File: src/rtl/sbs_pkg.sv
package sbs_pkg;

   typedef enum logic [1:0] {
      SBS_IDLE  = 2'd0,
      SBS_READ  = 2'd1,
      SBS_WRITE = 2'd2
   } sbs_op_e;

endpackage

File: src/rtl/sbs_cmd_decode.sv
module sbs_cmd_decode
   import sbs_pkg::*;
#(
   parameter int BYTES = 4
) (
   input  logic             ce_a,
   input  logic             ce_b,
   input  logic             ce_n,
   input  logic             sleep,
   input  logic             gwr,
   input  logic             bwe,
   input  logic [BYTES-1:0] bsel,
   output sbs_op_e          op,
   output logic [BYTES-1:0] wmask
);

   logic live;

   always_comb begin
      live  = ce_a & ce_b & ~ce_n & ~sleep;
      op    = SBS_IDLE;
      wmask = '0;
      if (live) begin
         if (gwr) begin
            op    = SBS_WRITE;
            wmask = '1;
         end else if (bwe) begin
            op    = SBS_WRITE;
            wmask = bsel;
         end else begin
            op    = SBS_READ;
         end
      end
   end

endmodule

File: src/rtl/sbs_lane_array.sv
module sbs_lane_array #(
   parameter int ADDR_W = 4,
   parameter int BYTES  = 4,
   parameter int BYTE_W = 8,
   localparam int DEPTH  = 1 << ADDR_W,
   localparam int DATA_W = BYTES * BYTE_W
) (
   input  logic              clk,
   input  logic [BYTES-1:0]  we_mask,
   input  logic [ADDR_W-1:0] waddr,
   input  logic [DATA_W-1:0] wdata,
   input  logic [ADDR_W-1:0] raddr,
   output logic [DATA_W-1:0] rdata
);

   for (genvar j = 0; j < BYTES; j++) begin : g_lane
      logic [BYTE_W-1:0] cells [DEPTH];

      always_ff @(posedge clk) begin
         if (we_mask[j]) cells[waddr] <= wdata[j*BYTE_W +: BYTE_W];
      end

      assign rdata[j*BYTE_W +: BYTE_W] = cells[raddr];
   end

endmodule

File: src/rtl/sbs_read_path.sv
module sbs_read_path #(
   parameter int DATA_W = 32
) (
   input  logic              clk,
   input  logic              rst_n,
   input  logic              pipe_mode,
   input  logic              rd_live,
   input  logic [DATA_W-1:0] arr_data,
   input  logic              oe,
   input  logic              sleep,
   output logic [DATA_W-1:0] rdata,
   output logic              rvalid
);

   logic [DATA_W-1:0] out_q;
   logic              vld_q;
   logic [DATA_W-1:0] pick_data;
   logic              pick_vld;
   logic              drive;

   always_ff @(posedge clk or negedge rst_n) begin
      if (!rst_n) begin
         out_q <= '0;
         vld_q <= 1'b0;
      end else begin
         out_q <= arr_data;
         vld_q <= rd_live;
      end
   end

   always_comb begin
      pick_data = pipe_mode ? out_q : arr_data;
      pick_vld  = pipe_mode ? vld_q : rd_live;
      drive     = pick_vld & oe & ~sleep;
      rvalid    = drive;
      rdata     = drive ? pick_data : '0;
   end

endmodule

File: src/rtl/sync_byte_sram.sv
module sync_byte_sram
   import sbs_pkg::*;
#(
   parameter int ADDR_W = 4,
   parameter int BYTES  = 4,
   localparam int BYTE_W = 8,
   localparam int DATA_W = BYTES * BYTE_W
) (
   input  logic              clk,
   input  logic              rst_n,
   input  logic [ADDR_W-1:0] addr_i,
   input  logic              ce_a_i,
   input  logic              ce_b_i,
   input  logic              ce_n_i,
   input  logic              gwr_i,
   input  logic              bwe_i,
   input  logic [BYTES-1:0]  bsel_i,
   input  logic [DATA_W-1:0] wdata_i,
   input  logic              pipe_mode_i,
   input  logic              oe_i,
   input  logic              sleep_i,
   output logic [DATA_W-1:0] rdata_o,
   output logic              rvalid_o
);

   initial begin
      assert (ADDR_W >= 1 && ADDR_W <= 10)
         else $fatal(1, "sync_byte_sram: ADDR_W out of range");
      assert (BYTES >= 1)
         else $fatal(1, "sync_byte_sram: BYTES must be at least 1");
   end

   sbs_op_e           op;
   logic [BYTES-1:0]  wmask;
   logic [ADDR_W-1:0] addr_q;
   logic              rd_q;
   logic [DATA_W-1:0] arr_q;

   sbs_cmd_decode #(.BYTES(BYTES)) u_dec (
      .ce_a  (ce_a_i),
      .ce_b  (ce_b_i),
      .ce_n  (ce_n_i),
      .sleep (sleep_i),
      .gwr   (gwr_i),
      .bwe   (bwe_i),
      .bsel  (bsel_i),
      .op    (op),
      .wmask (wmask)
   );

   always_ff @(posedge clk or negedge rst_n) begin
      if (!rst_n) begin
         addr_q <= '0;
         rd_q   <= 1'b0;
      end else begin
         addr_q <= addr_i;
         rd_q   <= (op == SBS_READ);
      end
   end

   sbs_lane_array #(.ADDR_W(ADDR_W), .BYTES(BYTES), .BYTE_W(BYTE_W)) u_arr (
      .clk     (clk),
      .we_mask (wmask),
      .waddr   (addr_i),
      .wdata   (wdata_i),
      .raddr   (addr_q),
      .rdata   (arr_q)
   );

   sbs_read_path #(.DATA_W(DATA_W)) u_rd (
      .clk       (clk),
      .rst_n     (rst_n),
      .pipe_mode (pipe_mode_i),
      .rd_live   (rd_q),
      .arr_data  (arr_q),
      .oe        (oe_i),
      .sleep     (sleep_i),
      .rdata     (rdata_o),
      .rvalid    (rvalid_o)
   );

endmodule

File: config.mk
export PLATFORM = sky130hd
export DESIGN_NAME = sync_byte_sram
export DESIGN_NICKNAME = d
export VERILOG_FILES = /design/src/rtl/sbs_pkg.sv /design/src/rtl/sbs_cmd_decode.sv /design/src/rtl/sbs_lane_array.sv /design/src/rtl/sbs_read_path.sv /design/src/rtl/sync_byte_sram.sv
export SDC_FILE = /design/constraint.sdc
export NUM_CORES = 1
export LEC_CHECK = 0
export BUFFER_PORTS_ARGS = -buffer_cell sky130_fd_sc_hd__buf_2
export CORE_UTILIZATION = 50
export DETAILED_ROUTE_END_ITERATION = 8
export PLACE_DENSITY_LB_ADDON = 0.15
export SYNTH_ARGS = -nofsm -noshare
export SYNTH_HDL_FRONTEND = slang
export SYNTH_SLANG_ARGS = --single-unit
File: constraint.sdc
create_clock -name clk -period 3.13 [get_ports clk]
set_clock_uncertainty 0.05 [all_clocks]
set_input_delay 0.4695 -clock clk [delete_from_list [all_inputs] [get_ports clk]]
set_output_delay 0.4695 -clock clk [all_outputs]
set_load 0.02 [all_outputs]
* Yosys cells after proc, flatten, opt, wreduce, memory -nomap -nowiden
Memory sizes are Yosys's and may differ from the RTL's. Index checks and enable logic that the tools add are counted.
Cells by class: equal/unequal tests 1, muxes and demuxes 17, bitwise gates (word level) 7
Operators with widths (number):
- 32-bit two-way mux | 2
- 4-bit two-way mux | 3
- 1-bit two-way mux | 9
- 2-bit two-way mux | 3
- 1-bit AND | 5
- 2-bit by 1-bit equality test with 1-bit output, second input constant | 1
- 1-bit NOT | 2
Storage, ports and cells: register bits 38, memory bits (writable) 512, input bits 50, output and inout bits 33, logic and storage cells 33, memories 4
Memory list:
- u_arr.g_lane[0].cells | words 16, width 8, rd ports 1, clocked after Yosys merged registers in 0, wr ports 1, line sbs_lane_array.sv:17 | logic [BYTE_W-1:0] cells [DEPTH];
- u_arr.g_lane[1].cells | words 16, width 8, rd ports 1, clocked after Yosys merged registers in 0, wr ports 1, line sbs_lane_array.sv:17
- u_arr.g_lane[2].cells | words 16, width 8, rd ports 1, clocked after Yosys merged registers in 0, wr ports 1, line sbs_lane_array.sv:17
- u_arr.g_lane[3].cells | words 16, width 8, rd ports 1, clocked after Yosys merged registers in 0, wr ports 1, line sbs_lane_array.sv:17

* Depth between registers and ports, before layout
depth in word-level cells 6, depth in mapped cells 8, depth with buffers taken out 4

* Cells and area by module
Synthesis repeated with hierarchy kept, for this count alone.
Second synthesis, totals: cells, all modules 1002, area total of the unflattened synthesis 21389.3 um2
Modules (own cells, without submodules):
- sbs_lane_array | times used 1, cells each 873, area each 19603.8 um2, sequential area each 15374.7 um2
- sbs_read_path | times used 1, cells each 111, area each 1566.5 um2, sequential area each 825.8 um2
- sync_byte_sram | times used 1, cells each 6, area each 138.9 um2, sequential area each 125.1 um2
- sbs_cmd_decode | times used 1, cells each 12, area each 80.1 um2, sequential area each 0.0 um2

* Least setup slack after synthesis
No wires, ideal clock.
kind register to output, start reg addr_q[0], end out rdata_o[12], arrival time 1769 ps, data required time 2610 ps, path slack 841 ps, stages on the path, launching flop included 7, buffers on the path 2, cell sequence dfrtp_1 buf_2 buf_2 mux4_2 o22ai_1 o22ai_2 a22o_1
On the way: cells in the longest elaborated chain, start to end 3
Ends and longest elaborated chain:
- start: declaration | line sync_byte_sram.sv:35 | logic [ADDR_W-1:0] addr_q;
- start signal: assignment | line sync_byte_sram.sv:56 | addr_q <= addr_i;
- memory read 16 x 8 bit
- via arr_q[12] | line sync_byte_sram.sv:37 | logic [DATA_W-1:0] arr_q;
- 32-bit two-way mux | line sbs_read_path.sv:32 | pick_data = pipe_mode ? out_q : arr_data;
- 32-bit two-way mux | line sbs_read_path.sv:36 | rdata = drive ? pick_data : '0;
- end: declaration | line sync_byte_sram.sv:22 | output logic [DATA_W-1:0] rdata_o,
The timed path passes the listed nets, and every way through them passes these cells.

* Worst setup path after layout
start reg addr_q[0], end out rdata_o[27]
Same word-level chain as after synthesis.

==> summary.md <==
| Metric | Value |
|---|---|
| CTS Root Buffer Type | `clkbuf_16` |
| Vias in the first global route | `approximately 11000` |
| Global-route wire length before repair | `between 70 and 80 mm` |
| Critical-path cell list | `buf_8 > buf_12 > buf_4 > mux4_2 > o22ai_2 > o22ai_2 > a22o_1 > buf_2` |
| Largest net degree at the start of global routing | `38` |
| Total I/O pin count | `83` |
| Initial Util | `about half` |
| Nets@finish | `about 1400` |
| Vias per cell | `5.963` |
| DRC violations left | `0` |
| Tcrit/Tclk final | `101.1%` |
| Setup crit end kind | `primary output` |
| PwrDens | `588.4 nW/µm²` |
| Status | `finished, violations left` |
| WS Path Type | `reg -> out` |
| Num CTS Buffers | `55` |
| Die Wd | `~210 µm` |
| Total Wirelength | `~52 mm` |
| Clock transition at the registers of the reported paths | `approximately 0.060 ns` |
| Post-synthesis instance area | `21480 µm²` |
| Power Total | `around 15 mW` |
| CP Launch Type | `flip-flop` |
| Final setup TNS | `-0.03294 ns` |
| CTS Buffer Depth | `3` |
| RSZ-0062 raised after global routing | `true` |
| Fin. Hold Viols | `0` |
| Clock sink count | `550` |
| CP top delay family | `buffers and inverters` |
| Routability Congestion | `roughly 0.78` |
| Starting DRT DRC Count | `between 900 and 1000` |
| Largest stage delay, worst path | `~0.51 ns` |
| Net Sw Power | `approximately 3.1 mW` |
| Remaining antenna violation count | `0` |
| Dpl ws | `roughly 0.43 ns` |
| Final setup fails | `1` |
| #FFs+latches synth | `550` |
| WL per Instance | `27.37 µm` |
| Worst skew pair latency | `around 0.60 ns` |
| GR Util All Layers | `roughly 24%` |
| Relative slew slack | `roughly 51%` |
| Hold WC Path Type | `in -> reg` |
| Antenna diode count | `0` |
| Most numerous cell on the critical path | `o22ai_2` |
| Cell count after placement | `~1800` |
| PortBufs | `just over 80` |
| Peak supply drop | `between 0.0003 and 0.0004 V` |
| Initial antenna violation count | `0` |
| CP Data Required Time | `~2.6 ns` |
| Synthesis warning total | `0` |
| Setup WS post-layout | `-0.03294 ns` |
| Filler cells | `3018` |
| Pre-antenna DRT Iters | `5` |
| CTS tree | `built` |
| Fin crit period | `approximately 3.2 ns` |
| Crit path max fanout | `7` |
| Area grow syn2layout | `19.45%` |
| Total of max-cap violations | `0` |
| Die footprint | `around 44000 µm²` |
| Final std cells w/o fill | `1901` |
| Num rows | `75` |
| DP Wirelength | `approximately 30 mm` |
| Logic gate share of total power | `under 10%` |
| Failing checks | `setup timing` |
| Seq pwr share | `53.8%` |
| Grt ovf | `0` |
| Seq/Total Area, Yosys | `76.02%` |
| Fmax | `about 320 MHz` |
| Slowest-stage cell, CP | `dfrtp_4` |
| Htree depth | `2` |
| Syn_nets | `1159` |
| Placeable core region | `about 42000 µm²` |
| Mapped Cells | `1109` |
| Buf/Inv on CP | `4` |
| Sw Share | `about a fifth` |
| Tightest Pin Transition | `roughly 0.73 ns` |
| Die Ht | `about 210 µm` |
| Crit path DAT | `about 2.6 ns` |
| Internal | `11.95 mW` |
| Total number of vias | `around 11000` |
| Count of different cell masters after synthesis | `33` |
| Leakage | `8.801 nW` |
| Layout cells sized above 1 | `a little over a third` |
| Synth Area per Inst | `slightly below 20 µm²` |
| Clock group share of total power | `between 40 and 50%` |
| Max-slew violations | `0` |
registers in the layout, summed over array words and instances (netlist names):
signal              cells
u_arr.g_lane.cells    512
u_rd.out_q             32
addr_q                  4
rd_q                    1
u_rd.vld_q              1
cells in the mapped netlist (all sizes together):
cell type / number / area share, %
clkbuf: 34 / 0.59
dfrtp: 38 / 4.4
a21oi: 1 / 0.023
edfxtp: 512 / 72
o22ai: 64 / 2.8
nor2: 99 / 1.7
buf: 32 / 1.2
nand4: 1 / 0.029
nand2b: 4 / 0.12
a221o: 32 / 1.5
and4bb: 1 / 0.058
and2: 1 / 0.029
nand2: 15 / 0.26
nor3: 1 / 0.023
clkinv: 1 / 0.017
mux4: 64 / 6.7
a22o: 32 / 1.3
mux2: 64 / 3.4
nor2b: 5 / 0.15
o21ai: 32 / 0.75
mux2i: 64 / 3.0
a21o: 4 / 0.14
nand3: 6 / 0.14
or2: 1 / 0.029
nor3b: 1 / 0.035
metrics by stage:
stage	utilization [%]	hold WS, ns	area, µm²
2_1_floorplan	-	0.1239	21480
3_3_place_gp	54.60	0.3220	23010
3_5_place_dp	54.60	0.3263	23010
4_1_cts	60.28	0.01624	25400
5_1_grt	60.88	0.03540	25650
6_report	60.88	0.06139	25650
worst reg2reg max path, delay by kind of cell (launching register included):
| kind | cells | cell delay, ns |
|---|---|---|
| flops | 1 | 0.45 |
| compound gates | 1 | 0.11 |
| buf+inv | 4 | 0.60 |
| simple gates | 1 | 0.15 |
| mux | 1 | 0.52 |
metal layers:
metal / share of wire, % / GRT usage, % / up-vias
met2: 48 / 38.05 / 422
met5: 0 / 0 / -
met3: 7.6 / 4.689 / 67
met1: 43 / 34.44 / 5912
li1: - / - / 4934
met4: 2.0 / 6.846 / 0
final cells by class:
type                    instances  area (µm²)  area share (%)
clock inverters                21       112.6          0.4390
clock buffers                  82        1550           6.043
repair buffers                216        1962           7.648
inverters                       1       3.754         0.01463
multi-input cells             492        5015           19.55
well taps                     539       674.4           2.629
flip-flops and latches        550       16340           63.68
logic make-up after synthesis:
kind of cell | synth area share [%]
muxes | 13.05
DFF | 76.02
buffers and inverters | 1.800
and+or+nand+nor | 2.598
AOI/OAI and AO/OA | 6.531
worst paths after layout:
check	startpoint	end	slack [ns]	depth (start not counted)
min in group asynchronous	rst_n	u_rd.out_q[10]	0.40	2
min	addr_i[3]	addr_q[3]	0.06	1
max	addr_q[0]	rdata_o[27]	-0.03	8
min reg2reg	rd_q	u_rd.vld_q	0.33	0
max reg2reg	addr_q[0]	u_rd.out_q[4]	1.13	7
max in group asynchronous	rst_n	u_rd.out_q[25]	1.86	3
power by group through the flow:
stage               sequential [mW]  clock (mW)  combinational, mW
floorplan                      8.26           0              0.429
global placement               8.28           0              0.700
detailed placement             8.28           0              0.714
CTS                            8.12        6.23              0.834
global route                   8.12        6.47              0.916
finish                         8.12        6.11              0.864
placed cells by master (no fill, tap or decap), types with 2 or more instances in the layout:
master	Yosys	layout
clkinv_1	1	17
nor2_1	99	87
nor2_4	0	3
dlygate4sd3_1	0	4
dfrtp_4	0	2
o22ai_2	33	57
edfxtp_1	512	512
o22ai_1	31	5
a22o_1	32	31
buf_16	0	10
nand2_1	15	15
clkinv_2	0	3
buf_8	1	3
bufbuf_16	0	3
dfrtp_1	38	34
buf_2	11	65
o21ai_1	1	11
nand3_1	6	6
a21o_1	4	4
buf_4	5	104
nor2_2	0	9
buf_6	10	18
clkbuf_1	34	22
dfrtp_2	0	2
nor2b_1	5	4
clkbuf_16	0	60
mux2_1	5	5
mux2_2	59	59
nand2b_1	4	4
o22ai_4	0	2
buf_12	1	6
clkbuf_8	0	3
mux4_2	64	64
a221o_1	32	32
o21ai_0	31	20
mux2i_1	64	63
timing repair:
item / 4_1_cts / 5_1_grt
pin swaps: 26 / 9
endpoints found under the hold margin: 25 / 0
hold buffers: 4 / 0
setup buffers: 19 / 7
setup endpoints to repair: 32 / 32
gates resized for setup: 75 / 40
gates cloned: 9 / 3
No activity file was read; power rests on OpenSTA's default activity.
